**config.mk**
```make
export PLATFORM = sky130hd
export DESIGN_NAME = array_ucode_seq
export DESIGN_NICKNAME = d
export VERILOG_FILES = /design/src/rtl/aseq_pkg.sv /design/src/rtl/aseq_rst_sync.sv /design/src/rtl/aseq_rom.sv /design/src/rtl/aseq_ctrl.sv /design/src/rtl/array_ucode_seq.sv
export SDC_FILE = /design/constraint.sdc
export NUM_CORES = 1
export LEC_CHECK = 0
export CAP_MARGIN = 20
export CORE_MARGIN = 2
export CORE_UTILIZATION = 43
export DETAILED_ROUTE_END_ITERATION = 16
export HOLD_SLACK_MARGIN = 0.05
export PLACE_DENSITY = 0.85
export SYNTH_ARGS = -nofsm -noshare
export SYNTH_HDL_FRONTEND = slang
export SYNTH_HIERARCHICAL = 1
export SYNTH_SLANG_ARGS = --single-unit
```
**constraint.sdc**
```tcl
create_clock -name clk -period 2.69 [get_ports clk]
set_clock_uncertainty 0.05 [all_clocks]
set_input_delay 0.4035 -clock clk [delete_from_list [all_inputs] [get_ports clk]]
set_output_delay 0.4035 -clock clk [all_outputs]
set_load 0.01 [all_outputs]
```
**src/rtl/aseq_pkg.sv**
```systemverilog
package aseq_pkg;
  typedef logic [7:0] opc_t;

  localparam opc_t OPC_NOP  = 8'h00;
  localparam opc_t OPC_PUSH = 8'h40;
  localparam opc_t OPC_SHL  = 8'hC1;
  localparam opc_t OPC_ADD  = 8'h30;
  localparam opc_t OPC_LDW  = 8'h12;
  localparam opc_t OPC_STW  = 8'h22;
  localparam opc_t OPC_WG0  = 8'hFA;
  localparam opc_t OPC_WG1  = 8'hFB;
  localparam opc_t OPC_RG0  = 8'hF2;
  localparam opc_t OPC_RG1  = 8'hF3;

  localparam int LOAD_LEN  = 6;
  localparam int STORE_LEN = 10;
  localparam int MAX_LEN   = (LOAD_LEN > STORE_LEN) ? LOAD_LEN : STORE_LEN;

  typedef enum logic [1:0] {ST_IDLE, ST_RUN, ST_DONE} state_t;
  typedef enum logic {SQ_LOAD, SQ_STORE} seq_t;
endpackage

```
**src/rtl/aseq_rst_sync.sv**
```systemverilog
module aseq_rst_sync #(
  parameter int STAGES = 2
) (
  input  logic clk,
  input  logic rst_n,
  output logic rst_n_sync
);
  logic [STAGES-1:0] sync_q;

  always_ff @(posedge clk or negedge rst_n) begin
    if (!rst_n) sync_q <= '0;
    else        sync_q <= {sync_q[STAGES-2:0], 1'b1};
  end

  assign rst_n_sync = sync_q[STAGES-1];
endmodule

```
**src/rtl/aseq_rom.sv**
```systemverilog
module aseq_rom
  import aseq_pkg::*;
#(
  parameter int STEP_W = 4,
  parameter int OPND_W = 16
) (
  input  seq_t              sel,
  input  logic [STEP_W-1:0] step,
  output opc_t              opcode,
  output logic [OPND_W-1:0] operand,
  output logic              last
);
  localparam logic [OPND_W-1:0] SCALE_SH = OPND_W'(2);
  localparam logic [OPND_W-1:0] HDR_OFS  = OPND_W'(4);

  always_comb begin
    opcode  = OPC_NOP;
    operand = '0;
    last    = 1'b0;
    if (sel == SQ_LOAD) begin
      case (step)
        STEP_W'(0): begin opcode = OPC_PUSH; operand = SCALE_SH; end
        STEP_W'(1): opcode = OPC_SHL;
        STEP_W'(2): begin opcode = OPC_PUSH; operand = HDR_OFS; end
        STEP_W'(3): opcode = OPC_ADD;
        STEP_W'(4): opcode = OPC_ADD;
        STEP_W'(5): begin opcode = OPC_LDW; last = 1'b1; end
        default:    opcode = OPC_NOP;
      endcase
    end else begin
      case (step)
        STEP_W'(0): opcode = OPC_WG0;
        STEP_W'(1): begin opcode = OPC_PUSH; operand = SCALE_SH; end
        STEP_W'(2): opcode = OPC_SHL;
        STEP_W'(3): begin opcode = OPC_PUSH; operand = HDR_OFS; end
        STEP_W'(4): opcode = OPC_ADD;
        STEP_W'(5): opcode = OPC_ADD;
        STEP_W'(6): opcode = OPC_WG1;
        STEP_W'(7): opcode = OPC_RG0;
        STEP_W'(8): opcode = OPC_RG1;
        STEP_W'(9): begin opcode = OPC_STW; last = 1'b1; end
        default:    opcode = OPC_NOP;
      endcase
    end
  end
endmodule

```
**src/rtl/aseq_ctrl.sv**
```systemverilog
module aseq_ctrl
  import aseq_pkg::*;
#(
  parameter int              ADDR_W     = 8,
  parameter int              STEP_W     = 4,
  parameter logic [ADDR_W-1:0] LOAD_ADDR  = ADDR_W'(1),
  parameter logic [ADDR_W-1:0] STORE_ADDR = ADDR_W'(2)
) (
  input  logic              clk,
  input  logic              rst_n,
  input  logic              start_valid,
  input  logic [ADDR_W-1:0] start_addr,
  output logic              start_ready,
  output logic              op_valid,
  input  logic              op_ready,
  input  logic              rom_last,
  output seq_t              sel,
  output logic [STEP_W-1:0] step,
  output logic              seq_done,
  output logic              seq_err
);
  state_t            state_q, state_d;
  seq_t              sel_q, sel_d;
  logic [STEP_W-1:0] step_q, step_d;
  logic              sel_en, step_en;
  logic              accept, known, fire;

  assign known  = (start_addr == LOAD_ADDR) || (start_addr == STORE_ADDR);
  assign accept = start_valid && (state_q == ST_IDLE);
  assign fire   = (state_q == ST_RUN) && op_ready;

  always_comb begin
    state_d = state_q;
    sel_d   = sel_q;
    step_d  = step_q;
    sel_en  = 1'b0;
    step_en = 1'b0;
    case (state_q)
      ST_IDLE: begin
        if (accept && known) begin
          state_d = ST_RUN;
          sel_d   = (start_addr == STORE_ADDR) ? SQ_STORE : SQ_LOAD;
          sel_en  = 1'b1;
          step_d  = '0;
          step_en = 1'b1;
        end
      end
      ST_RUN: begin
        if (fire) begin
          if (rom_last) begin
            state_d = ST_DONE;
          end else begin
            step_d  = step_q + STEP_W'(1);
            step_en = 1'b1;
          end
        end
      end
      ST_DONE: state_d = ST_IDLE;
      default: state_d = ST_IDLE;
    endcase
  end

  always_ff @(posedge clk or negedge rst_n) begin
    if (!rst_n) begin
      state_q <= ST_IDLE;
      sel_q   <= SQ_LOAD;
      step_q  <= '0;
    end else begin
      state_q <= state_d;
      if (sel_en)  sel_q  <= sel_d;
      if (step_en) step_q <= step_d;
    end
  end

  assign start_ready = (state_q == ST_IDLE);
  assign op_valid    = (state_q == ST_RUN);
  assign sel         = sel_q;
  assign step        = step_q;
  assign seq_done    = fire && rom_last;
  assign seq_err     = accept && !known;

  // each transfer that is not the last moves the step index up by one
  a_r5_step_advance: assert property (@(posedge clk) disable iff (!rst_n)
    (op_valid && op_ready && !seq_done) |=> (op_valid && step == $past(step) + STEP_W'(1)));

  // done lasts a single cycle
  a_r8_done_single: assert property (@(posedge clk) disable iff (!rst_n)
    seq_done |=> !seq_done);

  // no new request is taken in the cycle after the final transfer
  a_r7_turnaround: assert property (@(posedge clk) disable iff (!rst_n)
    seq_done |=> (!start_ready && !op_valid));

  // an unknown address leaves the sequencer idle
  a_r9_err_idle: assert property (@(posedge clk) disable iff (!rst_n)
    seq_err |=> (start_ready && !op_valid));

  // a known address accepted while idle starts at step 0
  a_r10_start_step0: assert property (@(posedge clk) disable iff (!rst_n)
    (start_valid && start_ready && !seq_err) |=> (op_valid && step == '0));
endmodule

```
**src/rtl/array_ucode_seq.sv**
```systemverilog
module array_ucode_seq
  import aseq_pkg::*;
#(
  parameter int              ADDR_W     = 8,
  parameter int              STEP_W     = 4,
  parameter int              OPND_W     = 16,
  parameter logic [ADDR_W-1:0] LOAD_ADDR  = ADDR_W'(1),
  parameter logic [ADDR_W-1:0] STORE_ADDR = ADDR_W'(2)
) (
  input  logic              clk,
  input  logic              rst_n,
  input  logic              start_valid_i,
  input  logic [ADDR_W-1:0] start_addr_i,
  output logic              start_ready_o,
  output logic              op_valid_o,
  output logic [7:0]        op_code_o,
  output logic [OPND_W-1:0] op_operand_o,
  output logic [STEP_W-1:0] op_step_o,
  input  logic              op_ready_i,
  output logic              seq_done_o,
  output logic              seq_err_o
);
  localparam int STEP_CAP = 1 << STEP_W;

  logic              rst_n_int;
  seq_t              sel;
  logic [STEP_W-1:0] step;
  logic              rom_last;
  opc_t              rom_opc;

  initial begin
    if (STEP_CAP < MAX_LEN) $error("step counter too narrow for the longest sequence");
  end

  aseq_rst_sync #(.STAGES(2)) u_rst (
    .clk        (clk),
    .rst_n      (rst_n),
    .rst_n_sync (rst_n_int)
  );

  aseq_ctrl #(
    .ADDR_W    (ADDR_W),
    .STEP_W    (STEP_W),
    .LOAD_ADDR (LOAD_ADDR),
    .STORE_ADDR(STORE_ADDR)
  ) u_ctrl (
    .clk        (clk),
    .rst_n      (rst_n_int),
    .start_valid(start_valid_i),
    .start_addr (start_addr_i),
    .start_ready(start_ready_o),
    .op_valid   (op_valid_o),
    .op_ready   (op_ready_i),
    .rom_last   (rom_last),
    .sel        (sel),
    .step       (step),
    .seq_done   (seq_done_o),
    .seq_err    (seq_err_o)
  );

  aseq_rom #(.STEP_W(STEP_W), .OPND_W(OPND_W)) u_rom (
    .sel    (sel),
    .step   (step),
    .opcode (rom_opc),
    .operand(op_operand_o),
    .last   (rom_last)
  );

  assign op_code_o = rom_opc;
  assign op_step_o = step;

  // a stalled opcode stays put until the pipeline takes it
  a_r6_hold_stalled: assert property (@(posedge clk) disable iff (!rst_n_int)
    (op_valid_o && !op_ready_i) |=> (op_valid_o && $stable(op_code_o)
                                     && $stable(op_operand_o) && $stable(op_step_o)));

  // only push steps carry a non-zero operand
  a_r4_operand_push_only: assert property (@(posedge clk) disable iff (!rst_n_int)
    (op_valid_o && op_code_o != OPC_PUSH) |-> (op_operand_o == '0));

  // done only with an actual transfer of a final opcode
  a_r8_done_on_final: assert property (@(posedge clk) disable iff (!rst_n_int)
    seq_done_o |-> (op_valid_o && op_ready_i && (op_code_o == OPC_LDW || op_code_o == OPC_STW)));

  // translator is stalled while opcodes are offered
  a_r7_stall_running: assert property (@(posedge clk) disable iff (!rst_n_int)
    op_valid_o |-> !start_ready_o);
endmodule

```
==> results.yml <==
run_status:
  outcome: "finished, final reports clean"
job:
  drv_cap: 0
cells_and_area:
  design_area_um2: 1150
  final_common_cell: "clkdlybuf4s50_1"
  nFillCells: 190
  syn_to_final_growth_pct: 28.6
  nets: 141
  layout_common_cells: "clkdlybuf4s50_1 (28), conb_1 (16), nor2_1 (8), dfrtp_1 (8), a21oi_1 (5)"
  drive_above_1_share_pct: 12.6
  diodes: 0
setup_path:
  end_kind: "output pin"
  cp.arrival_ps: 2060
  r2r-end: "u_ctrl/step[3]$_DFFE_PN0P_"
  cpPeakStageDelay_ps: 570
  critPathBufInv: 1
  required_ps: 2240
  r2r_cells: 6
  critical_path_class: "flop to output pin"
  cp_top_family: "flip-flops"
  slowest_stage: "dfrtp_1"
  cp_max_fo: 19
  startpoint_type: "flop"
  rrSetupSlack_ps: 860
  r2r_start: "u_ctrl/sel$_DFFE_PN0P_"
  cp_cell_sequence: "or3_4 > a22oi_2 > clkdlybuf4s50_1"
placed_design:
  io_buffers: 28
  dp.final_hpwl_um: 1330
  globalplace.congestion: 0.777
  place_ws_ps: 229
  dpl_cell_area_um2: 1130
power_and_ir_drop:
  finalPower_uw: 772
  netSwitchingFraction_pct: 39.3
  clkPwrFrac_pct: 12.8
  seq_power_share_pct: 30.2
  p_int_uw: 469
  power_density_nw_per_um2: 669
  p_comb_share_pct: 57.0
  ir_worst_vdd_uv: 426
  p_leak_nw: 0.489
  p_sw_uw: 303
clock_tree:
  ctsHoldBuffers: 0
  cts_tree: "yes"
  worstSkewPairLatency_ps: 250
  clock_path_buffers: 2
  clk_pin_slew_ps: 60
  clock-sinks: 9
  htree_levels: 1
  numCtsBuffers: 3
  cts-root-buf: "clkbuf_4"
yosys:
  ys_seq_elements: 9
  netlist_area_um2: 898
  ys_types: 42
  synth_enable_flop_cells: 0
  avgSynthCellArea_um2: 9.07
  syn_inst: 99
  synth_sequential_area_ratio_pct: 25.1
  synth.top_cell.area_share_pct: 25.1
  yosysWarningCount: 6
  synth_flop_cell: "dfrtp_1"
  synthTopCellsByArea: "dfrtp_1 (25%), buf_4 (13%), mux2_4 (3.3%), nor2_1 (3.3%), xor2_1 (2.9%)"
  synth_top_area_cell: "dfrtp_1"
  async_flop_share_pct: 100
global_route:
  grt_max_degree: 20
  grt_pass1_wl_um: 2710
  grt_pass1_vias: 656
  antenna_found_initial: 0
  grt.total_usage_pct: 14.0
  grt.overflow.total: 0
worst_hold_path:
  hp-class: "flop to async pin"
sta:
  setup_violations: 0
  max-slew-margin-rel_pct: 64.0
  rsz0062_at_grt: "false"
  layout_min_cycle_time_ps: 2510
  setup_tns_ps: 0
  final_hold_viol_count: 0
  fin_crit_sh_pct: 93.3
  worst_pin_slew_ps: 540
  finalMaxSlewViolations: 0
  fmax_mhz: 398
  worst_slack_ps: 179
routing:
  drt-pass1-iter-count: 5
  drc: 0
  drt_iter0_drc: 14
  vias_per_cell: 4.79
  vias: 737
  ant_nets: 0
  wl_per_cell_um: 10.7
  drt_wl_total_um: 1650
die:
  start_util_pct: 45.8
  die_width_um: 49.7
  placementRows: 16
  dieHeight_um: 49.7
  ios: 44
  fp.coreArea_um2: 1960
  dieArea_um2: 2470
==> worst max-delay path by stage <==
| stage | startpoint | end | slack (ps) | cells after the start |
|---|---|---|---|---|
| after global placement | start_addr_i[3] | seq_err_o | 260 | 5 |
| after detailed placement | start_addr_i[3] | seq_err_o | 230 | 5 |
| after global routing | u_ctrl/step[1]$_DFFE_PN0P_ | op_code_o[7] | 10 | 4 |
| final | u_ctrl/step[1]$_DFFE_PN0P_ | op_code_o[5] | 180 | 3 |
| after CTS | u_ctrl/sel$_DFFE_PN0P_ | seq_done_o | 80 | 6 |
| after floorplan | u_ctrl/step[3]$_DFFE_PN0P_ | u_ctrl/step[3]$_DFFE_PN0P_ | 910 | 7 |
==> through the flow <==
stage / instances / utilization, % / hold WS, ps
final: 154 / 58.9 / 61.7
after global routing: 154 / 58.9 / 93.7
after CTS: 154 / 58.8 / 73.9
after detailed placement: 150 / 57.5 / 68.3
after global placement: 150 / 57.5 / 61.9
after floorplan: 113 / - / 31.5
==> kinds of logic (layout without fill, tap and decap cells) <==
family | count (synthesis) | count (layout) | share of synthesized area [%]
mux | 4 | 4 | 5.57
other cells | 2 | 16 | 0.836
buf+inv | 24 | 38 | 18.7
flops | 9 | 9 | 25.1
compound gates | 20 | 20 | 17.0
xor+xnor | 5 | 5 | 4.88
fa+ha+maj | 1 | 1 | 1.39
simple gates | 34 | 34 | 26.6
==> power groups by stage <==
stage / sequential, mW / clock [mW] / combinational [mW]
finish: 0.233 / 0.0987 / 0.441
detailed placement: 0.235 / 0 / 0.444
global route: 0.245 / 0.113 / 0.480
global placement: 0.234 / 0 / 0.429
floorplan: 0.203 / 0 / 0.294
CTS: 0.233 / 0.104 / 0.446
==> routing by layer <==
metal  global-route usage (%)  routed length, µm  vias to the layer above
met5                        0                  0                        -
met4                     5.56                  0                        0
met1                     14.6                677                      332
met2                     27.3                858                       36
met3                     2.42                110                        0
li1                         -                  -                      369
==> cells in the mapped netlist, types with 2 or more instances <==
library cell and instances:
nor2_1 8, xor2_1 3, nor3b_1 2, buf_2 2, mux2i_1 2, a21oi_1 5
mux2_4 2, conb_1 2, nand2_1 4, nand2b_1 4, buf_6 2, nor3_1 2
dfrtp_1 9, inv_1 4, o22ai_1 4, and3b_1 2, buf_4 16, xnor2_1 2
==> state kept, by name, indices dropped and copies added (netlist names) <==
name	count
u_ctrl/step	4
u_ctrl/state_q	2
u_rst/sync_q	2
u_ctrl/sel	1
==> repair_timing <==
item	4_1_cts	5_1_grt
resized for setup	0	1
endpoints found under the setup margin	0	2
buffers inserted	0	0
==> cell type report <==
cell class | instances | area [µm²] | share of cell area, %
clock buffers | 4 | 26.3 | 2.28
inverters | 4 | 15.0 | 1.30
multi-input cells | 80 | 558 | 48.3
flip-flops and latches | 9 | 226 | 19.6
well taps | 27 | 33.8 | 2.93
repair buffers | 30 | 295 | 25.6
(Power assumes the default switching activity.)
